`config.mk`:
```
export PLATFORM = sky130hd
export DESIGN_NAME = irq_flag_unit
export DESIGN_NICKNAME = d
export VERILOG_FILES = /design/src/rtl/irq_flag_pkg.sv /design/src/rtl/irq_flag_ctrl.sv /design/src/rtl/irq_flag_dp.sv /design/src/rtl/irq_flag_unit.sv
export SDC_FILE = /design/constraint.sdc
export NUM_CORES = 1
export LEC_CHECK = 0
export BUFFER_PORTS_ARGS = -buffer_cell sky130_fd_sc_hd__buf_2
export CORE_ASPECT_RATIO = 1.4
export CORE_UTILIZATION = 46
export CTS_BUF_LIST = sky130_fd_sc_hd__clkbuf_8
export DETAILED_ROUTE_END_ITERATION = 7
export GPL_TIMING_DRIVEN = 0
export PLACE_DENSITY = 0.85
export SYNTH_ARGS = -nofsm -noshare
export SYNTH_HDL_FRONTEND = slang
export SYNTH_SLANG_ARGS = --single-unit
```
`constraint.sdc`:
```
create_clock -name clk -period 1.1 [get_ports clk]
set_clock_uncertainty 0.15 [all_clocks]
set_input_delay 0.165 -clock clk [delete_from_list [all_inputs] [get_ports clk]]
set_output_delay 0.165 -clock clk [all_outputs]
set_load 0.01 [all_outputs]
```
`src/rtl/irq_flag_pkg.sv`:
```
package irq_flag_pkg;
  localparam int NUM_SRC = 2;
  localparam int IDX_TMR = 0;
  localparam int IDX_CHG = 1;

  typedef struct packed {
    logic wrFlag;
    logic wrMask;
    logic latchRef;
  } ctrlStrb_t;
endpackage

```
`src/rtl/irq_flag_ctrl.sv`:
```
module irq_flag_ctrl
  import irq_flag_pkg::*;
(
  input  logic      clk,
  input  logic      rstN,
  input  logic      regWrEn,
  input  logic      regAddr,
  input  logic      portRd,
  input  logic      intEnable,
  input  logic      intDisable,
  output ctrlStrb_t strb,
  output logic      gieQ
);
  always_comb begin
    strb.wrFlag   = regWrEn && !regAddr;
    strb.wrMask   = regWrEn && regAddr;
    strb.latchRef = portRd;
  end

  always_ff @(posedge clk) begin
    if (!rstN)           gieQ <= 1'b0;
    else if (intDisable) gieQ <= 1'b0;
    else if (intEnable)  gieQ <= 1'b1;
  end
endmodule

```
`src/rtl/irq_flag_dp.sv`:
```
module irq_flag_dp
  import irq_flag_pkg::*;
#(
  parameter int PORT_W      = 8,
  parameter int DATA_W      = 8,
  parameter int SYNC_STAGES = 2
) (
  input  logic               clk,
  input  logic               rstN,
  input  ctrlStrb_t          strb,
  input  logic               rdAddr,
  input  logic [NUM_SRC-1:0] wrData,
  input  logic               tmrOvf,
  input  logic [PORT_W-1:0]  portIn,
  output logic [NUM_SRC-1:0] flagQ,
  output logic [NUM_SRC-1:0] maskQ,
  output logic [DATA_W-1:0]  rdData
);
  logic [PORT_W-1:0] syncQ [SYNC_STAGES];
  logic [PORT_W-1:0] refQ;
  logic [NUM_SRC-1:0] evt;
  logic [NUM_SRC-1:0] keepMask;

  always_ff @(posedge clk) begin
    if (!rstN) syncQ[0] <= '0;
    else       syncQ[0] <= portIn;
  end

  for (genvar s = 1; s < SYNC_STAGES; s++) begin : g_sync
    always_ff @(posedge clk) begin
      if (!rstN) syncQ[s] <= '0;
      else       syncQ[s] <= syncQ[s-1];
    end
  end

  always_ff @(posedge clk) begin
    if (!rstN)              refQ <= '0;
    else if (strb.latchRef) refQ <= syncQ[SYNC_STAGES-1];
  end

  always_comb begin
    evt          = '0;
    evt[IDX_TMR] = tmrOvf;
    evt[IDX_CHG] = (syncQ[SYNC_STAGES-1] != refQ) && !strb.latchRef;
    keepMask     = strb.wrFlag ? wrData : '1;
  end

  always_ff @(posedge clk) begin
    if (!rstN) begin
      flagQ <= '0;
      maskQ <= '0;
    end else begin
      flagQ <= (flagQ & keepMask) | evt;
      if (strb.wrMask) maskQ <= wrData;
    end
  end

  always_comb begin
    rdData = '0;
    rdData[NUM_SRC-1:0] = rdAddr ? maskQ : (flagQ & maskQ);
  end
endmodule

```
`src/rtl/irq_flag_unit.sv`:
```
module irq_flag_unit
  import irq_flag_pkg::*;
#(
  parameter int PORT_W      = 8,
  parameter int DATA_W      = 8,
  parameter int SYNC_STAGES = 2
) (
  input  logic              clk,
  input  logic              rstN,
  input  logic              tmrOvf,
  input  logic [PORT_W-1:0] portIn,
  input  logic              portRd,
  input  logic              regWrEn,
  input  logic              regAddr,
  input  logic [DATA_W-1:0] regWrData,
  output logic [DATA_W-1:0] regRdData,
  input  logic              intEnable,
  input  logic              intDisable,
  output logic              irqOut,
  output logic              wakeOut
);
  ctrlStrb_t          strb;
  logic               gieQ;
  logic [NUM_SRC-1:0] flagQ;
  logic [NUM_SRC-1:0] maskQ;
  logic               unusedBits;

  assign unusedBits = ^regWrData[DATA_W-1:NUM_SRC];

  irq_flag_ctrl ctrl_i (
    .clk(clk), .rstN(rstN), .regWrEn(regWrEn), .regAddr(regAddr),
    .portRd(portRd), .intEnable(intEnable), .intDisable(intDisable),
    .strb(strb), .gieQ(gieQ)
  );

  irq_flag_dp #(.PORT_W(PORT_W), .DATA_W(DATA_W), .SYNC_STAGES(SYNC_STAGES)) dp_i (
    .clk(clk), .rstN(rstN), .strb(strb), .rdAddr(regAddr),
    .wrData(regWrData[NUM_SRC-1:0]), .tmrOvf(tmrOvf), .portIn(portIn),
    .flagQ(flagQ), .maskQ(maskQ), .rdData(regRdData)
  );

  assign wakeOut = |(flagQ & maskQ);
  assign irqOut  = gieQ && wakeOut;
endmodule

```
==> flow_metrics.py, run 1 <==
metrics = {
    "sta": {
        "fin_crit_sh": 1.29,
        "fin_ws_ns": -0.315,
        "fmax_ghz": 0.707,
        "finalSetupViolations": 4,
        "period_needed_ns": 1.41,
        "final_hold_viol_count": 0,
        "rsz0062_at_grt": "true",
        "drv_slew": 0,
        "setup_tns_ns": -0.771,
        "whs_ns": 0.0385,
    },
    "critical_path": {
        "crit_start": "dp_i.maskQ[0]$_SDFFE_PN0P_",
        "required_ns": 0.78,
        "worstPathMaxFanout": 2,
        "crit_arrival_ns": 1.10,
        "crit_type": "reg -> out",
        "crit_path_end_kind": "output pin",
        "startpoint_type": "register",
        "r2r_start": "dp_i.syncQ[1][3]$_SDFF_PN0_",
    },
    "placement": {
        "gp_congestion": 0.673,
        "place_area_sq_um": 1220,
        "placedCellCount": 148,
        "port_buffers": 19,
        "place_ws_ns": -0.0584,
        "dp_hpwl_mm": 1.18,
    },
    "clock_network": {
        "clockRootBuffer": "clkbuf_8",
        "cts_tree": "built",
        "cts_made_buffers": 5,
        "clkSlewWorstSetupHoldPaths_ns": 0.06,
        "htree_levels": 2,
        "clock-sinks": 29,
        "insertion_delay_ns": 0.28,
        "cts_buffer_depth": 2,
    },
    "detailed_routing": {
        "drt_iter0_markers": 3,
        "via_per_inst": 4.60,
        "num_vias": 782,
        "wl_per_cell_microns": 11.3,
        "drc": 0,
        "firstDrtPassIters": 4,
        "drt_wl_total_mm": 1.92,
        "final_antenna_net_count": 0,
    },
    "synth": {
        "async_flop_share": 0,
        "synth-seq-cells": 29,
        "yosys-top-cells-count": "dfxtp_1, and2_1, nor2b_1",
        "synth_most_common_cell": "dfxtp_1",
        "synth.area.top_cells": "dfxtp_1, and2_1, mux2i_1",
        "syn-instance-count": 102,
        "synth-main-ff-cell": "dfxtp_1",
        "synthesis.area_sq_um": 1080,
        "synth_edf_count": 0,
        "synth_top_area_share": 0.536,
        "yosys.area.top_type": "dfxtp_1",
        "syn_area_per_cell_sq_um": 10.6,
        "synth_warnings": 0,
        "ys_seq_area_frac": 0.536,
        "synth_cell_type_count": 20,
    },
    "min_path": {
        "hp-class": "in -> reg",
        "worstHoldStart": "regWrEn",
    },
    "floorplanning": {
        "start_util": 0.492,
        "coreArea_sq_um": 2200,
        "fp-row-count": 20,
        "die_w_microns": 43.0,
        "die_area_sq_um": 2560,
        "die_y_microns": 59.4,
        "io_pins": 34,
    },
    "global_route": {
        "grt_pass1_vias": 758,
        "grt.total_usage": 0.168,
        "grt_max_degree": 11,
        "grt_pass1_wl_mm": 2.94,
        "grt-ovfl-total": 0,
        "antenna_found_initial": 0,
    },
    "cells_and_area": {
        "syn_to_final_growth_pct": 39.4,
        "final_util": 0.686,
        "finalInstanceArea_sq_um": 1510,
        "diodes": 0,
        "final_cells": 170,
        "drive_above_1_share": 0.284,
        "final_nets": 171,
    },
    "power": {
        "finalPower_mw": 2.62,
        "p_leak_nw": 0.667,
        "ir_drop_mv": 1.67,
        "power_density_nw_per_um2": 1740,
    },
    "status": {
        "status": "finished with violations",
        "violations": "negative setup slack",
    },
    "flow_run": {
        "cap_violations": 0,
    },
}
## cell families after synthesis
| group | Yosys count | synth area share |
|---|---|---|
| flip-flops | 29 | 0.536 |
| multiplexers | 8 | 0.0739 |
| XOR/XNOR | 8 | 0.0647 |
| AO/OA/AOI/OAI | 9 | 0.0612 |
| other | 1 | 0.00346 |
| AND/OR/NAND/NOR | 37 | 0.201 |
| buffers and inverters | 10 | 0.0600 |
## registers in the layout (all words and copies together) (netlist names)
signal and cells:
ctrl_i.gieQ 1, dp_i.flagQ 2, dp_i.maskQ 2, dp_i.refQ 8, dp_i.syncQ 16
## final cells by class
cell class              count  area [sq um]
clock inverters             3          65.1
repair buffers             33           233
clock buffers               5          68.8
plain buffers              10          65.1
flip-flops and latches     29           587
fillers                   174           692
multi-input cells          68           464
well taps                  22          27.5
## worst paths after layout
check / to / depth (start not counted) / slack, ns
max: irqOut / 3 / -0.31
min reg2reg: dp_i.syncQ[1][1]$_SDFF_PN0_ / 1 / 0.27
min: dp_i.maskQ[1]$_SDFFE_PN0P_ / 3 / 0.04
max reg2reg: dp_i.flagQ[1]$_SDFF_PN0_ / 4 / 0.04
## layer usage
layer / track usage / up-vias / part of all wire
met1: 0.124 / 341 / 0.36
met4: 0.117 / 0 / 0.033
met3: 0.0793 / 6 / 0.059
met5: 0 / - / 0
met2: 0.323 / 27 / 0.54
li1: - / 408 / -
## placed cells by master, fill, tap and decap left out, types with 2 or more instances in the layout
master         netlist  final
dfxtp_2              0      5
nand4_1              2      2
nand2_1              4      4
o21a_1               4      4
nor2b_1              9      9
buf_4                7      8
conb_1               1      6
mux2i_1              8      8
dlygate4sd3_1        0     13
and2_1              17     17
nand3_1              2      2
xnor2_1              8      7
dfxtp_1             29     24
bufinv_16            0      2
buf_2                1     20
clkbuf_8             0      5
clkbuf_1             2      2
a21boi_0             2      2
## worst max-delay path, stage by stage, from the launching register on
cell and delay (ns):
dfxtp_2 0.32, a22o_1 0.24, and2_1 0.14, buf_2 0.13
## where the power goes
group	internal [mW]	total, mW	switching (mW)	leakage, nW
Clock	0.899	1.28	0.383	0.0681
Combinational	0.132	0.215	0.0831	0.359
Sequential	1.10	1.13	0.0246	0.240
## timing repair
item / in CTS / in global routing
setup buffers: 1 / 0
endpoints found under the hold margin: 13 / 0
endpoints found under the setup margin: 4 / 5
pin swaps: 2 / 4
gates resized for setup: 3 / 4
hold buffers: 13 / 0
(Power assumes the default switching activity.)
==> run 2, diff against run 1 <==
- MAX_ROUTING_LAYER: default -> met4
- SKIP_LAST_GASP: default -> 1
==> flow_metrics.py, run 2 (synthesis results as in run 1) <==
metrics = {
    "critical_path": {
        "startpoint_type": "register",
        "r2r_slack_ns": 0.04,
        "required_ns": 0.78,
        "crit_type": "reg -> out",
        "crit_path_end_kind": "output pin",
        "worstPathMaxFanout": 2,
        "crit_arrival_ns": 1.10,
    },
    "global_route": {
        "grt_pass1_wl_mm": 2.93,
        "grt.total_usage": 0.173,
        "use_met1": 0.124,
        "top_usage_layer": "met2",
        "gr-usage-met3": 0.0793,
        "grt_max_degree": 11,
        "antenna_found_initial": 0,
        "grt-ovfl-total": 0,
        "grtUsageMet2": 0.323,
        "grt_pass1_vias": 758,
    },
    "floorplanning": {
        "io_pins": 34,
        "die_area_sq_um": 2560,
        "die_y_microns": 59.4,
        "die_w_microns": 43.0,
        "coreArea_sq_um": 2200,
        "start_util": 0.492,
        "fp-row-count": 20,
    },
    "min_path": {
        "hp-class": "in -> reg",
    },
    "detailed_routing": {
        "firstDrtPassIters": 4,
        "via_per_inst": 4.60,
        "drt_wl_total_mm": 1.92,
        "drc": 0,
        "drt_iter0_markers": 3,
        "num_vias": 782,
        "wl_per_cell_microns": 11.3,
        "final_antenna_net_count": 0,
    },
    "cells_and_area": {
        "final_common_cell": "dfxtp_1",
        "drive_above_1_share": 0.284,
        "regMostFlops": "dp_i.syncQ",
        "final_util": 0.686,
        "largest_reg_flops": 16,
        "syn_to_final_growth_pct": 39.4,
        "final_cells": 170,
        "reg.largest.list": "dp_i.syncQ x16, dp_i.refQ x8",
        "layout_common_cells": "dfxtp_1, buf_2, and2_1",
        "finalInstanceArea_sq_um": 1510,
        "diodes": 0,
        "final_nets": 171,
    },
    "status": {
        "status": "finished with violations",
        "violations": "negative setup slack",
    },
    "sta": {
        "setup_tns_ns": -0.771,
        "drv_slew": 0,
        "fmax_ghz": 0.707,
        "fin_crit_sh": 1.29,
        "finalSetupViolations": 4,
        "whs_ns": 0.0385,
        "period_needed_ns": 1.41,
        "fin_ws_ns": -0.315,
        "rsz0062_at_grt": "true",
        "final_hold_viol_count": 0,
    },
    "clock_network": {
        "cts_made_buffers": 5,
        "cts_tree": "built",
        "cts_buffer_depth": 2,
        "clock-sinks": 29,
        "clkSlewWorstSetupHoldPaths_ns": 0.06,
        "insertion_delay_ns": 0.28,
        "htree_levels": 2,
        "clockRootBuffer": "clkbuf_8",
    },
    "placement": {
        "gp_congestion": 0.679,
        "port_buffers": 19,
        "placedCellCount": 148,
        "place_ws_ns": -0.0584,
        "dp_hpwl_mm": 1.18,
        "place_area_sq_um": 1220,
    },
    "power": {
        "p_leak_nw": 0.667,
        "finalPower_mw": 2.62,
        "ir_drop_mv": 1.67,
        "power_density_nw_per_um2": 1740,
    },
    "flow_run": {
        "cap_violations": 0,
    },
}
## run 2: cell counts in the layout (fill, tap and decap cells not counted)
Identical to the previous run, type by type.
## run 2: cell type report
cell class	count	area (sq um)
buffer	10	65.1
multi-input combinational	68	464
sequential	29	587
fill	174	692
tap	22	27.5
clock buffer	5	68.8
timing repair buffer	33	233
clock inverter	3	65.1
## run 2: path summary, 6_finish.rpt
| check | from | endpoint | cells after the start |
|---|---|---|---|
| setup / recovery | dp_i.maskQ[0]$_SDFFE_PN0P_ | irqOut | 3 |
| hold / removal | regWrEn | dp_i.maskQ[1]$_SDFFE_PN0P_ | 3 |
| setup reg to reg | dp_i.syncQ[1][3]$_SDFF_PN0_ | dp_i.flagQ[1]$_SDFF_PN0_ | 4 |
| hold reg to reg | dp_i.syncQ[0][1]$_SDFF_PN0_ | dp_i.syncQ[1][1]$_SDFF_PN0_ | 1 |
## run 2: critical path, stage by stage (launching register included)
cell and delay [ns]:
dfxtp_2 0.32, a22o_1 0.24, and2_1 0.14, buf_2 0.13
## run 2: power breakdown
| part | total (mW) | switching [mW] | internal, mW |
|---|---|---|---|
| combinational | 0.215 | 0.0831 | 0.132 |
| sequential | 1.13 | 0.0246 | 1.10 |
| clock | 1.28 | 0.383 | 0.899 |
| total | 2.62 | 0.490 | 2.13 |
## run 2: what timing repair did
action                                  4_1_cts  5_1_grt
setup buffers                                 1        0
pin swaps                                     2        4
gates resized for setup                       3        4
hold buffers                                 13        0
endpoints found under the setup margin        4        5
endpoints found under the hold margin        13        0
## run 2: routing by layer
metal,vias to the layer above,wire length (microns)
met5,-,0
met4,0,63
met3,6,113
met2,27,1050
met1,341,696
li1,408,-
==> run 3, diff against run 2 <==
- BUFFER_PORTS_ARGS: -buffer_cell sky130_fd_sc_hd__buf_2 -> default
- CORE_UTILIZATION: 46 -> 50
- DONT_BUFFER_PORTS: default -> 1
- PLACE_DENSITY: 0.85 -> 0.77
==> flow_metrics.py, run 3 (synthesis results as in run 1) <==
metrics = {
    "sta": {
        "final_hold_viol_count": 0,
        "fin_crit_sh": 1.22,
        "drv_slew": 0,
        "fin_ws_ns": -0.238,
        "fmax_ghz": 0.747,
        "whs_ns": 0.0317,
        "finalSetupViolations": 4,
        "period_needed_ns": 1.34,
        "rsz0062_at_grt": "true",
    },
    "critical_path": {
        "crit_arrival_ns": 1.02,
        "worstPathMaxFanout": 3,
        "crit_type": "reg -> out",
        "startpoint_type": "register",
        "r2r_start": "dp_i.syncQ[1][1]$_SDFF_PN0_",
        "crit_path_end_kind": "output pin",
        "crit_start": "dp_i.flagQ[0]$_SDFF_PN0_",
        "required_ns": 0.78,
    },
    "detailed_routing": {
        "final_antenna_net_count": 0,
        "firstDrtPassIters": 2,
        "drt_wl_total_mm": 1.91,
        "wl_per_cell_microns": 12.6,
        "num_vias": 734,
        "drc": 0,
        "via_per_inst": 4.83,
        "drt_iter0_markers": 5,
    },
    "floorplanning": {
        "die_y_microns": 57.1,
        "start_util": 0.543,
        "io_pins": 34,
        "coreArea_sq_um": 2000,
        "die_area_sq_um": 2360,
        "die_w_microns": 41.3,
        "fp-row-count": 19,
    },
    "status": {
        "status": "finished with violations",
        "violations": "negative setup slack",
    },
    "cells_and_area": {
        "drive_above_1_share": 0.267,
        "final_cells": 152,
        "final_nets": 154,
        "regArea_sq_um": 597,
        "fill_cells": 150,
        "reg.largest.list": "dp_i.syncQ x16, dp_i.refQ x8",
        "layout_common_cells": "and2_1, dfxtp_1, dlygate4sd3_1",
        "multi_input_area_sq_um": 490,
        "diodes": 0,
        "syn_to_final_growth_pct": 34.4,
        "largest_reg_flops": 16,
        "regMostFlops": "dp_i.syncQ",
    },
    "flow_run": {
        "cap_violations": 0,
    },
    "clock_network": {
        "clkSlewWorstSetupHoldPaths_ns": 0.06,
        "clockRootBuffer": "clkbuf_8",
        "htree_levels": 2,
        "cts_tree": "built",
        "insertion_delay_ns": 0.28,
        "clock-sinks": 29,
        "cts_buffer_depth": 2,
        "cts_made_buffers": 5,
    },
    "global_route": {
        "antenna_found_initial": 0,
        "grt_pass1_vias": 756,
        "grt-ovfl-total": 0,
        "grt_max_degree": 11,
        "grt.total_usage": 0.202,
        "grt_pass1_wl_mm": 2.92,
    },
    "power": {
        "power_density_nw_per_um2": 1690,
        "ir_drop_mv": 1.34,
        "p_leak_nw": 0.599,
        "finalPower_mw": 2.46,
    },
    "placement": {
        "port_buffers": 0,
        "place_ws_ns": -0.0108,
        "gp_congestion": 0.650,
        "dp_hpwl_mm": 1.14,
        "placedCellCount": 128,
    },
    "min_path": {
        "hp-class": "in -> reg",
        "worstHoldStart": "regWrEn",
    },
}
## run 3: changes by cell type in the layout (fill, tap and decap cells not counted), moves of 2 or more
cell / delta
dlygate4sd3_1: +2
dfxtp_1: -8
xnor2_2: +2
buf_2: -19
dfxtp_2: +8
xnor2_1: -2
## run 3: path summary, 6_finish.rpt
kind | to | slack (ns) | cells past startpoint
max | irqOut | -0.24 | 2
min | dp_i.flagQ[1]$_SDFF_PN0_ | 0.03 | 3
max reg2reg | dp_i.flagQ[1]$_SDFF_PN0_ | 0.03 | 4
min reg2reg | dp_i.syncQ[1][1]$_SDFF_PN0_ | 0.28 | 1
## run 3: power breakdown
| group | internal (mW) | total (mW) | leakage, nW | switching, mW |
|---|---|---|---|---|
| Clock | 0.735 | 1.13 | 0.0574 | 0.393 |
| Combinational | 0.120 | 0.197 | 0.298 | 0.0765 |
| Sequential | 1.10 | 1.13 | 0.244 | 0.0289 |
| Total | 1.96 | 2.46 | 0.599 | 0.499 |
## run 3: per-layer routing
layer,wire length (microns),vias to the layer above,global-route usage
met5,0,-,-
met4,44,0,0.0968
met3,85,6,0.0934
met2,1170,23,0.375
met1,610,333,0.134
li1,-,372,-
## run 3: timing repair
action	in CTS	in global routing
setup endpoints to repair	5	5
resized for setup	3	16
hold buffers	15	0
hold endpoints to repair	13	0
buffers inserted	1	0
pin swaps	2	9
## run 3: metrics by stage
| stage | setup TNS (ns) | utilization | cell area, sq um |
|---|---|---|---|
| floorplan | 0 | - | 1100 |
| global placement | 0 | 0.565 | 1130 |
| detailed placement | -0.0108 | 0.565 | 1130 |
| CTS | -0.489 | 0.706 | 1410 |
| global route | -0.649 | 0.729 | 1460 |
| finish | -0.462 | 0.729 | 1460 |
## run 3: critical path: stages (launching register included)
cell and delay [ns]:
dfxtp_2 0.33, a22o_4 0.27, and2_4 0.15
## run 3: layout make-up
type,instances,area share
flip-flops and latches,29,0.410
repair buffers,16,0.108
clock inverters,2,0.0258
clock buffers,6,0.0567
multi-input cells,68,0.337
well taps,21,0.0180
plain buffers,10,0.0447
